[src/rtl/xirq_pkg.sv]
// Shared constants and types for the two-level external interrupt controller.
// Assumes a fixed set of four sources: three pins and one port-change source.
package xirq_pkg;
    localparam int NSRC    = 4;
    localparam int SRC_P0  = 0;
    localparam int SRC_P1  = 1;
    localparam int SRC_P2  = 2;
    localparam int SRC_CHG = 3;
    localparam int NPIN    = 3;
    localparam int REG_W   = 8;

    localparam logic [1:0] A_CTL0 = 2'd0;
    localparam logic [1:0] A_CTL1 = 2'd1;
    localparam logic [1:0] A_CTL2 = 2'd2;

    typedef struct packed {
        logic            gie;
        logic            gie_lo;
        logic [NSRC-1:0] en;
        logic [NSRC-1:0] hi_pri;
        logic [NPIN-1:0] rise_sel;
    } xirq_cfg_t;
endpackage

[src/rtl/xirq_sync.sv]
// Multi-stage synchronizer for asynchronous inputs.
// Assumes STAGES >= 1; every stage resets to 0 synchronously.
module xirq_sync #(
    parameter int W      = 1,
    parameter int STAGES = 2
) (
    input  logic         clk,
    input  logic         rst_n,
    input  logic [W-1:0] d_i,
    output logic [W-1:0] q_o
);
    logic [W-1:0] stg [STAGES];

    for (genvar s = 0; s < STAGES; s++) begin : g_stage
        if (s == 0) begin : g_first
            // capture the raw asynchronous input
            always_ff @(posedge clk) begin
                if (!rst_n) stg[s] <= '0;
                else        stg[s] <= d_i;
            end
        end else begin : g_next
            // shift through the following stages
            always_ff @(posedge clk) begin
                if (!rst_n) stg[s] <= '0;
                else        stg[s] <= stg[s-1];
            end
        end
    end

    assign q_o = stg[STAGES-1];
endmodule

[src/rtl/xirq_detect.sv]
// Per-bit event detector on already-synchronized signals.
// CHANGE=0: a selectable edge per bit (rise_sel_i=1 rising, 0 falling).
// CHANGE=1: any transition; rise_sel_i is ignored.
module xirq_detect #(
    parameter int W      = 1,
    parameter bit CHANGE = 1'b0
) (
    input  logic         clk,
    input  logic         rst_n,
    input  logic [W-1:0] sig_i,
    input  logic [W-1:0] rise_sel_i,
    output logic [W-1:0] ev_o
);
    logic [W-1:0] prev_q;

    // hold the previous-cycle value for comparison
    always_ff @(posedge clk) begin
        if (!rst_n) prev_q <= '0;
        else        prev_q <= sig_i;
    end

    if (CHANGE) begin : g_change
        logic unused_sel;
        assign unused_sel = ^rise_sel_i;
        assign ev_o = sig_i ^ prev_q;
    end else begin : g_edge
        for (genvar b = 0; b < W; b++) begin : g_bit
            assign ev_o[b] = rise_sel_i[b] ? (sig_i[b] & ~prev_q[b])
                                           : (~sig_i[b] & prev_q[b]);
        end
    end
endmodule

[src/rtl/xirq_regs.sv]
// Control registers and latched flags.
// Reg0: [7] global en, [6] low-level en, [5] pin2 en, [4] pin1 en,
//       [3] change en, [2] pin0 en, [1] pin0 flag, [0] change flag.
// Reg1: [3:1] edge select pins 2..0, [0] change priority.
// Reg2: [7] pin2 priority, [6] pin1 priority, [1] pin2 flag, [0] pin1 flag.
// Flags clear on a written 0; a concurrent event wins.
module xirq_regs
    import xirq_pkg::*;
#(
    parameter int ADDR_W = 2
) (
    input  logic              clk,
    input  logic              rst_n,
    input  logic              wr_en_i,
    input  logic [ADDR_W-1:0] addr_i,
    input  logic [REG_W-1:0]  wdata_i,
    input  logic [NSRC-1:0]   ev_i,
    output logic [NSRC-1:0]   flag_o,
    output xirq_cfg_t         cfg_o,
    output logic [REG_W-1:0]  rdata_o
);
    logic [NSRC-1:0] flag_q;
    logic [NSRC-1:0] keep;
    logic [NSRC-1:0] en_q;
    logic [NPIN-1:0] rise_q;
    logic            gie_q, gie_lo_q;
    logic            pri1_q, pri2_q, pri_chg_q;
    logic [REG_W-1:0] rd_mux;
    logic            wr0, wr1, wr2;

    assign wr0 = wr_en_i && (addr_i == ADDR_W'(A_CTL0));
    assign wr1 = wr_en_i && (addr_i == ADDR_W'(A_CTL1));
    assign wr2 = wr_en_i && (addr_i == ADDR_W'(A_CTL2));

    // decide which flags survive this cycle's write
    always_comb begin
        keep = '1;
        if (wr0) begin
            keep[SRC_P0]  = wdata_i[1];
            keep[SRC_CHG] = wdata_i[0];
        end
        if (wr2) begin
            keep[SRC_P1] = wdata_i[0];
            keep[SRC_P2] = wdata_i[1];
        end
    end

    // latch flags: events set, written zeros clear, set wins
    always_ff @(posedge clk) begin
        if (!rst_n) flag_q <= '0;
        else        flag_q <= (flag_q & keep) | ev_i;
    end

    // configuration registers
    always_ff @(posedge clk) begin
        if (!rst_n) begin
            gie_q     <= 1'b0;
            gie_lo_q  <= 1'b0;
            en_q      <= '0;
            rise_q    <= '0;
            pri1_q    <= 1'b0;
            pri2_q    <= 1'b0;
            pri_chg_q <= 1'b0;
        end else begin
            if (wr0) begin
                gie_q         <= wdata_i[7];
                gie_lo_q      <= wdata_i[6];
                en_q[SRC_P2]  <= wdata_i[5];
                en_q[SRC_P1]  <= wdata_i[4];
                en_q[SRC_CHG] <= wdata_i[3];
                en_q[SRC_P0]  <= wdata_i[2];
            end
            if (wr1) begin
                rise_q    <= wdata_i[3:1];
                pri_chg_q <= wdata_i[0];
            end
            if (wr2) begin
                pri2_q <= wdata_i[7];
                pri1_q <= wdata_i[6];
            end
        end
    end

    // select the register image for the read port
    always_comb begin
        case (addr_i)
            ADDR_W'(A_CTL0): rd_mux = {gie_q, gie_lo_q, en_q[SRC_P2], en_q[SRC_P1],
                                       en_q[SRC_CHG], en_q[SRC_P0],
                                       flag_q[SRC_P0], flag_q[SRC_CHG]};
            ADDR_W'(A_CTL1): rd_mux = {4'b0, rise_q, pri_chg_q};
            ADDR_W'(A_CTL2): rd_mux = {pri2_q, pri1_q, 4'b0,
                                       flag_q[SRC_P2], flag_q[SRC_P1]};
            default:         rd_mux = '0;
        endcase
    end

    // register the read data
    always_ff @(posedge clk) begin
        if (!rst_n) rdata_o <= '0;
        else        rdata_o <= rd_mux;
    end

    assign flag_o          = flag_q;
    assign cfg_o.gie       = gie_q;
    assign cfg_o.gie_lo    = gie_lo_q;
    assign cfg_o.en        = en_q;
    assign cfg_o.hi_pri    = {pri_chg_q, pri2_q, pri1_q, 1'b1};
    assign cfg_o.rise_sel  = rise_q;

    for (genvar i = 0; i < NSRC; i++) begin : g_chk

        flag_hold_chk: assert property (@(posedge clk) disable iff (!rst_n)
            (flag_q[i] && !wr_en_i) |=> flag_q[i]);

        set_wins_chk: assert property (@(posedge clk) disable iff (!rst_n)
            ev_i[i] |=> flag_q[i]);

        no_spurious_chk: assert property (@(posedge clk) disable iff (!rst_n)
            (!flag_q[i] && !ev_i[i]) |=> !flag_q[i]);
    end
endmodule

[src/rtl/xirq_req.sv]
// Combines flags, enables and priority routing into the two request levels
// and the wake request. Purely combinational.
module xirq_req
    import xirq_pkg::*;
(
    input  logic [NSRC-1:0] flag_i,
    input  logic [NSRC-1:0] en_i,
    input  logic [NSRC-1:0] hi_pri_i,
    input  logic            gie_i,
    input  logic            gie_lo_i,
    output logic            irq_hi_o,
    output logic            irq_lo_o,
    output logic            wake_o
);
    logic [NSRC-1:0] pend;

    // pending = flagged and enabled; split by level, gate by global enables
    always_comb begin
        pend     = flag_i & en_i;
        irq_hi_o = gie_i & |(pend & hi_pri_i);
        irq_lo_o = gie_i & gie_lo_i & |(pend & ~hi_pri_i);
        wake_o   = |pend;
    end
endmodule

[src/rtl/xirq_ctrl.sv]
// Two-level external interrupt controller top.
// Assumes pins and port are asynchronous and need SYNC_STAGES flops.
// Only port bits PORT_W-1:CHG_LSB take part in change detection.
module xirq_ctrl
    import xirq_pkg::*;
#(
    parameter int PORT_W      = 8,
    parameter int CHG_LSB     = 4,
    parameter int SYNC_STAGES = 2,
    parameter int ADDR_W      = 2
) (
    input  logic              clk,
    input  logic              rst_n,
    input  logic [NPIN-1:0]   pin_i,
    input  logic [PORT_W-1:0] port_i,
    input  logic              wr_en_i,
    input  logic [ADDR_W-1:0] addr_i,
    input  logic [REG_W-1:0]  wdata_i,
    output logic [REG_W-1:0]  rdata_o,
    output logic              irq_hi_o,
    output logic              irq_lo_o,
    output logic              wake_o
);
    localparam int CHG_W = PORT_W - CHG_LSB;

    logic [NPIN-1:0]  pin_s, pin_ev;
    logic [CHG_W-1:0] chg_s, chg_ev;
    logic [NSRC-1:0]  src_ev, flags;
    xirq_cfg_t        cfg;
    logic             unused_port;

    assign unused_port = ^port_i[CHG_LSB-1:0];

    xirq_sync #(.W(NPIN), .STAGES(SYNC_STAGES)) u_pin_sync (
        .clk(clk), .rst_n(rst_n), .d_i(pin_i), .q_o(pin_s));

    xirq_sync #(.W(CHG_W), .STAGES(SYNC_STAGES)) u_port_sync (
        .clk(clk), .rst_n(rst_n), .d_i(port_i[PORT_W-1:CHG_LSB]), .q_o(chg_s));

    xirq_detect #(.W(NPIN), .CHANGE(1'b0)) u_pin_det (
        .clk(clk), .rst_n(rst_n), .sig_i(pin_s),
        .rise_sel_i(cfg.rise_sel), .ev_o(pin_ev));

    xirq_detect #(.W(CHG_W), .CHANGE(1'b1)) u_port_det (
        .clk(clk), .rst_n(rst_n), .sig_i(chg_s),
        .rise_sel_i('0), .ev_o(chg_ev));

    assign src_ev = {|chg_ev, pin_ev};

    xirq_regs #(.ADDR_W(ADDR_W)) u_regs (
        .clk(clk), .rst_n(rst_n), .wr_en_i(wr_en_i), .addr_i(addr_i),
        .wdata_i(wdata_i), .ev_i(src_ev), .flag_o(flags),
        .cfg_o(cfg), .rdata_o(rdata_o));

    xirq_req u_req (
        .flag_i(flags), .en_i(cfg.en), .hi_pri_i(cfg.hi_pri),
        .gie_i(cfg.gie), .gie_lo_i(cfg.gie_lo),
        .irq_hi_o(irq_hi_o), .irq_lo_o(irq_lo_o), .wake_o(wake_o));


    hi_needs_gie_chk: assert property (@(posedge clk) disable iff (!rst_n)
        irq_hi_o |-> cfg.gie);

    lo_needs_both_chk: assert property (@(posedge clk) disable iff (!rst_n)
        irq_lo_o |-> (cfg.gie && cfg.gie_lo));

    wake_covers_irq_chk: assert property (@(posedge clk) disable iff (!rst_n)
        (irq_hi_o || irq_lo_o) |-> wake_o);

    p0_high_chk: assert property (@(posedge clk) disable iff (!rst_n)
        (flags[SRC_P0] && cfg.en[SRC_P0] && cfg.gie) |-> irq_hi_o);

    disabled_quiet_chk: assert property (@(posedge clk) disable iff (!rst_n)
        (cfg.en == '0) |-> (!wake_o && !irq_hi_o && !irq_lo_o));
endmodule

[config.mk]
export PLATFORM = sky130hd
export DESIGN_NAME = xirq_ctrl
export DESIGN_NICKNAME = d
export VERILOG_FILES = /design/src/rtl/xirq_pkg.sv /design/src/rtl/xirq_sync.sv /design/src/rtl/xirq_detect.sv /design/src/rtl/xirq_regs.sv /design/src/rtl/xirq_req.sv /design/src/rtl/xirq_ctrl.sv
export SDC_FILE = /design/constraint.sdc
export NUM_CORES = 1
export LEC_CHECK = 0
export ABC_AREA = 1
export BUFFER_PORTS_ARGS = -buffer_cell sky130_fd_sc_hd__buf_2
export CORE_MARGIN = 1.5
export CORE_UTILIZATION = 30
export DETAILED_ROUTE_END_ITERATION = 8
export HOLD_SLACK_MARGIN = 0.1
export PLACE_DENSITY_LB_ADDON = 0.15
export SYNTH_ARGS = -nofsm -noshare
export SYNTH_HDL_FRONTEND = slang
export SYNTH_SLANG_ARGS = --single-unit
[constraint.sdc]
create_clock -name clk -period 2.3 [get_ports clk]
set_input_delay 0.345 -clock clk [delete_from_list [all_inputs] [get_ports clk]]
set_output_delay 0.345 -clock clk [all_outputs]
set_load 0.03 [all_outputs]
==> results.tsv <==
stage	metric	value	unit
clock_tree	ctsResizeCount	0	
drt	avgRoutedWirePerCell	9.99	µm
yosys	synth_common_cells	63 x nand2_1, 45 x dfxtp_1, 45 x inv_1	
final_layout	drive_gt1_share	19.4	%
worst_hold_path	min_to	u_port_sync.stg[0][1]	
worst_hold_path	hold_path_class	in -> reg	
yosys	synth.most_common_cell	nand2_1	
power_and_ir_drop	power.total	1.56	mW
timing	rsz0062_at_grt	no	
setup_path	critPathArrivalTime	1.29	ns
yosys	ys_ff_latch	45	
setup_path	crit_type	reg -> out	
global_routing	track_usage	12.2	%
timing	drv_slew	0	
setup_path	cp_max_fo	3	
clock_tree	post-cts-setup-buffers	0	
die	fp.coreArea	5510	µm²
clock_tree	cts.sinks	45	
setup_path	reg2reg_depth	7	
yosys	yosys_warnings	0	
yosys	syn_inst	228	
drt	ant_nets	0	
final_layout	nFillCells	583	
yosys	syn_area_per_cell	7.53	µm²
clock_tree	cts_buffers	5	
yosys	synth_top_cell_area_share	52.5	%
timing	finalHoldViolCount	0	
timing	min_period	1.64	ns
worst_hold_path	min_from	port_i[5]	
power_and_ir_drop	p_sw	0.377	mW
power_and_ir_drop	intPower	1.18	mW
clock_tree	htreeDepth	2	
final_layout	antenna-diode-count	0	
power_and_ir_drop	ir_drop	0.371	mV
yosys	seq_area_frac_synth	52.5	%
yosys	synth_cell_types	20	
clock_tree	cts_tree	done	
die	die_h	78.6	µm
global_routing	grt_pass1_wl	5730	µm
yosys	syn-num-nets	252	
final_layout	nNetsFinal	286	
clock_tree	cts_root_buffer	clkbuf_8	
power_and_ir_drop	power_frac_clock	38.8	%
die	ios	35	
placed_design	dp_hpwl	2390	µm
power_and_ir_drop	cellLeakagePower	1.07	nW
status	status	complete, no violations	
timing	setup_violations	0	
global_routing	antenna_found_initial	0	
placed_design	portBuffers	30	
drt	via_per_inst	4.07	
worst_hold_path	holdPathStages	3	
clock_tree	cts.path.max_buffers	2	
power_and_ir_drop	switching_share	24.2	%
setup_path	r2r_end	u_regs.flag_o[3]	
clock_tree	clock_latency	0.30	ns
placed_design	gp_congestion	0.793	
final_layout	syn2layout_area_growth	20.0	%
clock_tree	cts.clk_slew.worst_paths	0.09	ns
yosys	synth_top_area_cell	dfxtp_1	
setup_path	startpoint_type	flop	
placed_design	place_area	1950	µm²
power_and_ir_drop	pwr_density_cell	757	nW/µm²
timing	setup_slack	0.665	ns
timing	fin_tns_setup	0	ns
final_layout	fin_area	2060	µm²
yosys	synthArstFlopShare	0	%
drt	drtIter0Drc	46	
timing	finClkSkew	0.0122	ns
die	rows	27	
die	start_util	31.2	%
drt	drc	0	
drt	wl	3350	µm
yosys	syn_area	1720	µm²
global_routing	grt_max_degree	24	
setup_path	endpoint_kind	primary output	
setup_path	r2r_start	u_port_sync.stg[1][1]	
yosys	synth_top_cells_by_area	dfxtp_1 52%, nand2_1 14%, inv_1 9.8%, nor2_1 4.2%, a21oi_1 3.8%	
power_and_ir_drop	p_seq_share	53.2	%
job	drv_cap	0	
setup_path	cp-startpoint	u_regs.flag_o[1]	
placed_design	dp_slack	0.996	ns
drt	drtPass1Iterations	4	
power_and_ir_drop	p_comb_share	8.0	%
yosys	synth-edff-count	0	
setup_path	cp.required	1.96	ns
clock_tree	ctsHoldBuffers	0	
die	die_area	6190	µm²
global_routing	globalRouteOverflowTotal	0	
timing	tightest_slew	0.323	ns
yosys	ys.flop_type	dfxtp_1	
timing	finalCritPeriodShare	71.1	%
drt	num_vias	1363	
setup_path	r2r_slack	1.43	ns
timing	slew-limit-headroom	78.5	%
die	die_x	78.6	µm
timing	max_freq	612	MHz
global_routing	grt_pass1_vias	1234	
==> area by class of cell <==
cell class,count,area (µm²),share of cell area (%)
clock buffers,5,68.8,3.34
clock inverters,3,43.8,2.13
inverters,48,181,8.81
multi-input cells,131,617,30.0
flip-flops and latches,45,901,43.7
well taps,72,90.1,4.37
repair buffers,31,158,7.65
==> cells in the final DEF (no fill, tap or decap), drive strengths merged <==
master / instances
dfxtp: 45
clkinv: 2
o22ai: 1
o21ai: 16
bufinv: 1
o211ai: 1
nor2: 22
o21a: 1
nand2: 66
clkbuf: 5
inv: 48
a21oi: 13
buf: 31
nand4: 1
nand3b: 3
nand3: 7
==> cells by family (layout without fill, tap and decap cells) <==
logic type	count (synthesis)	in the layout	synth area share (%)
buf+inv	52	87	11.6
compound gates	32	32	10.4
flops	45	45	52.5
simple gates	99	99	25.6
==> sequential cells by signal, summed over array words and instances, names as in the netlist <==
register / count
u_regs.pri1_q: 1
u_port_det.prev_q: 4
u_pin_sync.stg: 6
u_regs.rise_q: 3
u_regs.gie_lo_q: 1
u_regs.pri2_q: 1
u_regs.pri_chg_q: 1
u_regs.en_q: 4
u_regs.gie_q: 1
u_port_sync.stg: 8
u_regs.rdata_o: 8
u_pin_det.prev_q: 3
u_regs.flag_o: 4
==> layer usage <==
metal	wire [µm]	track usage [%]	part of all wire [%]	vias up
li1	-	-	-	752
met5	0	0	0	-
met1	1690	15.3	51	577
met3	149	3.95	4.5	6
met2	1450	19.0	43	28
met4	55	5.36	1.6	0
==> worst max-delay path by stage <==
stage,end,slack (ns),cells past startpoint
5_1_grt,irq_hi_o,0.56,4
2_1_floorplan,irq_hi_o,1.10,3
3_5_place_dp,irq_lo_o,1.0,5
3_3_place_gp,irq_lo_o,0.99,5
6_report,irq_lo_o,0.66,5
4_1_cts,irq_lo_o,0.66,5
==> stage by stage <==
stage	std cells	util, %	hold slack [ns]
after floorplan	228	-	0.386
after global placement	327	35.4	0.389
after detailed placement	327	35.4	0.398
after CTS	335	37.4	0.214
after global routing	335	37.4	0.206
final	335	37.4	0.219
==> critical path, stage by stage (launching register included) <==
cell,delay (ns)
dfxtp_1,0.37
nand2_1,0.10
o211ai_1,0.19
nand3_1,0.09
inv_1,0.06
buf_2,0.18
==> power groups by stage <==
stage                     Clock [mW]  Combinational, mW  Sequential (mW)
after global placement             0              0.124            0.848
final                          0.605              0.124            0.830
after CTS                      0.622              0.126            0.831
after global routing           0.657              0.143            0.834
after floorplan                    0             0.0750            0.850
after detailed placement           0              0.126            0.849
No activity file was read; power rests on OpenSTA's default activity.
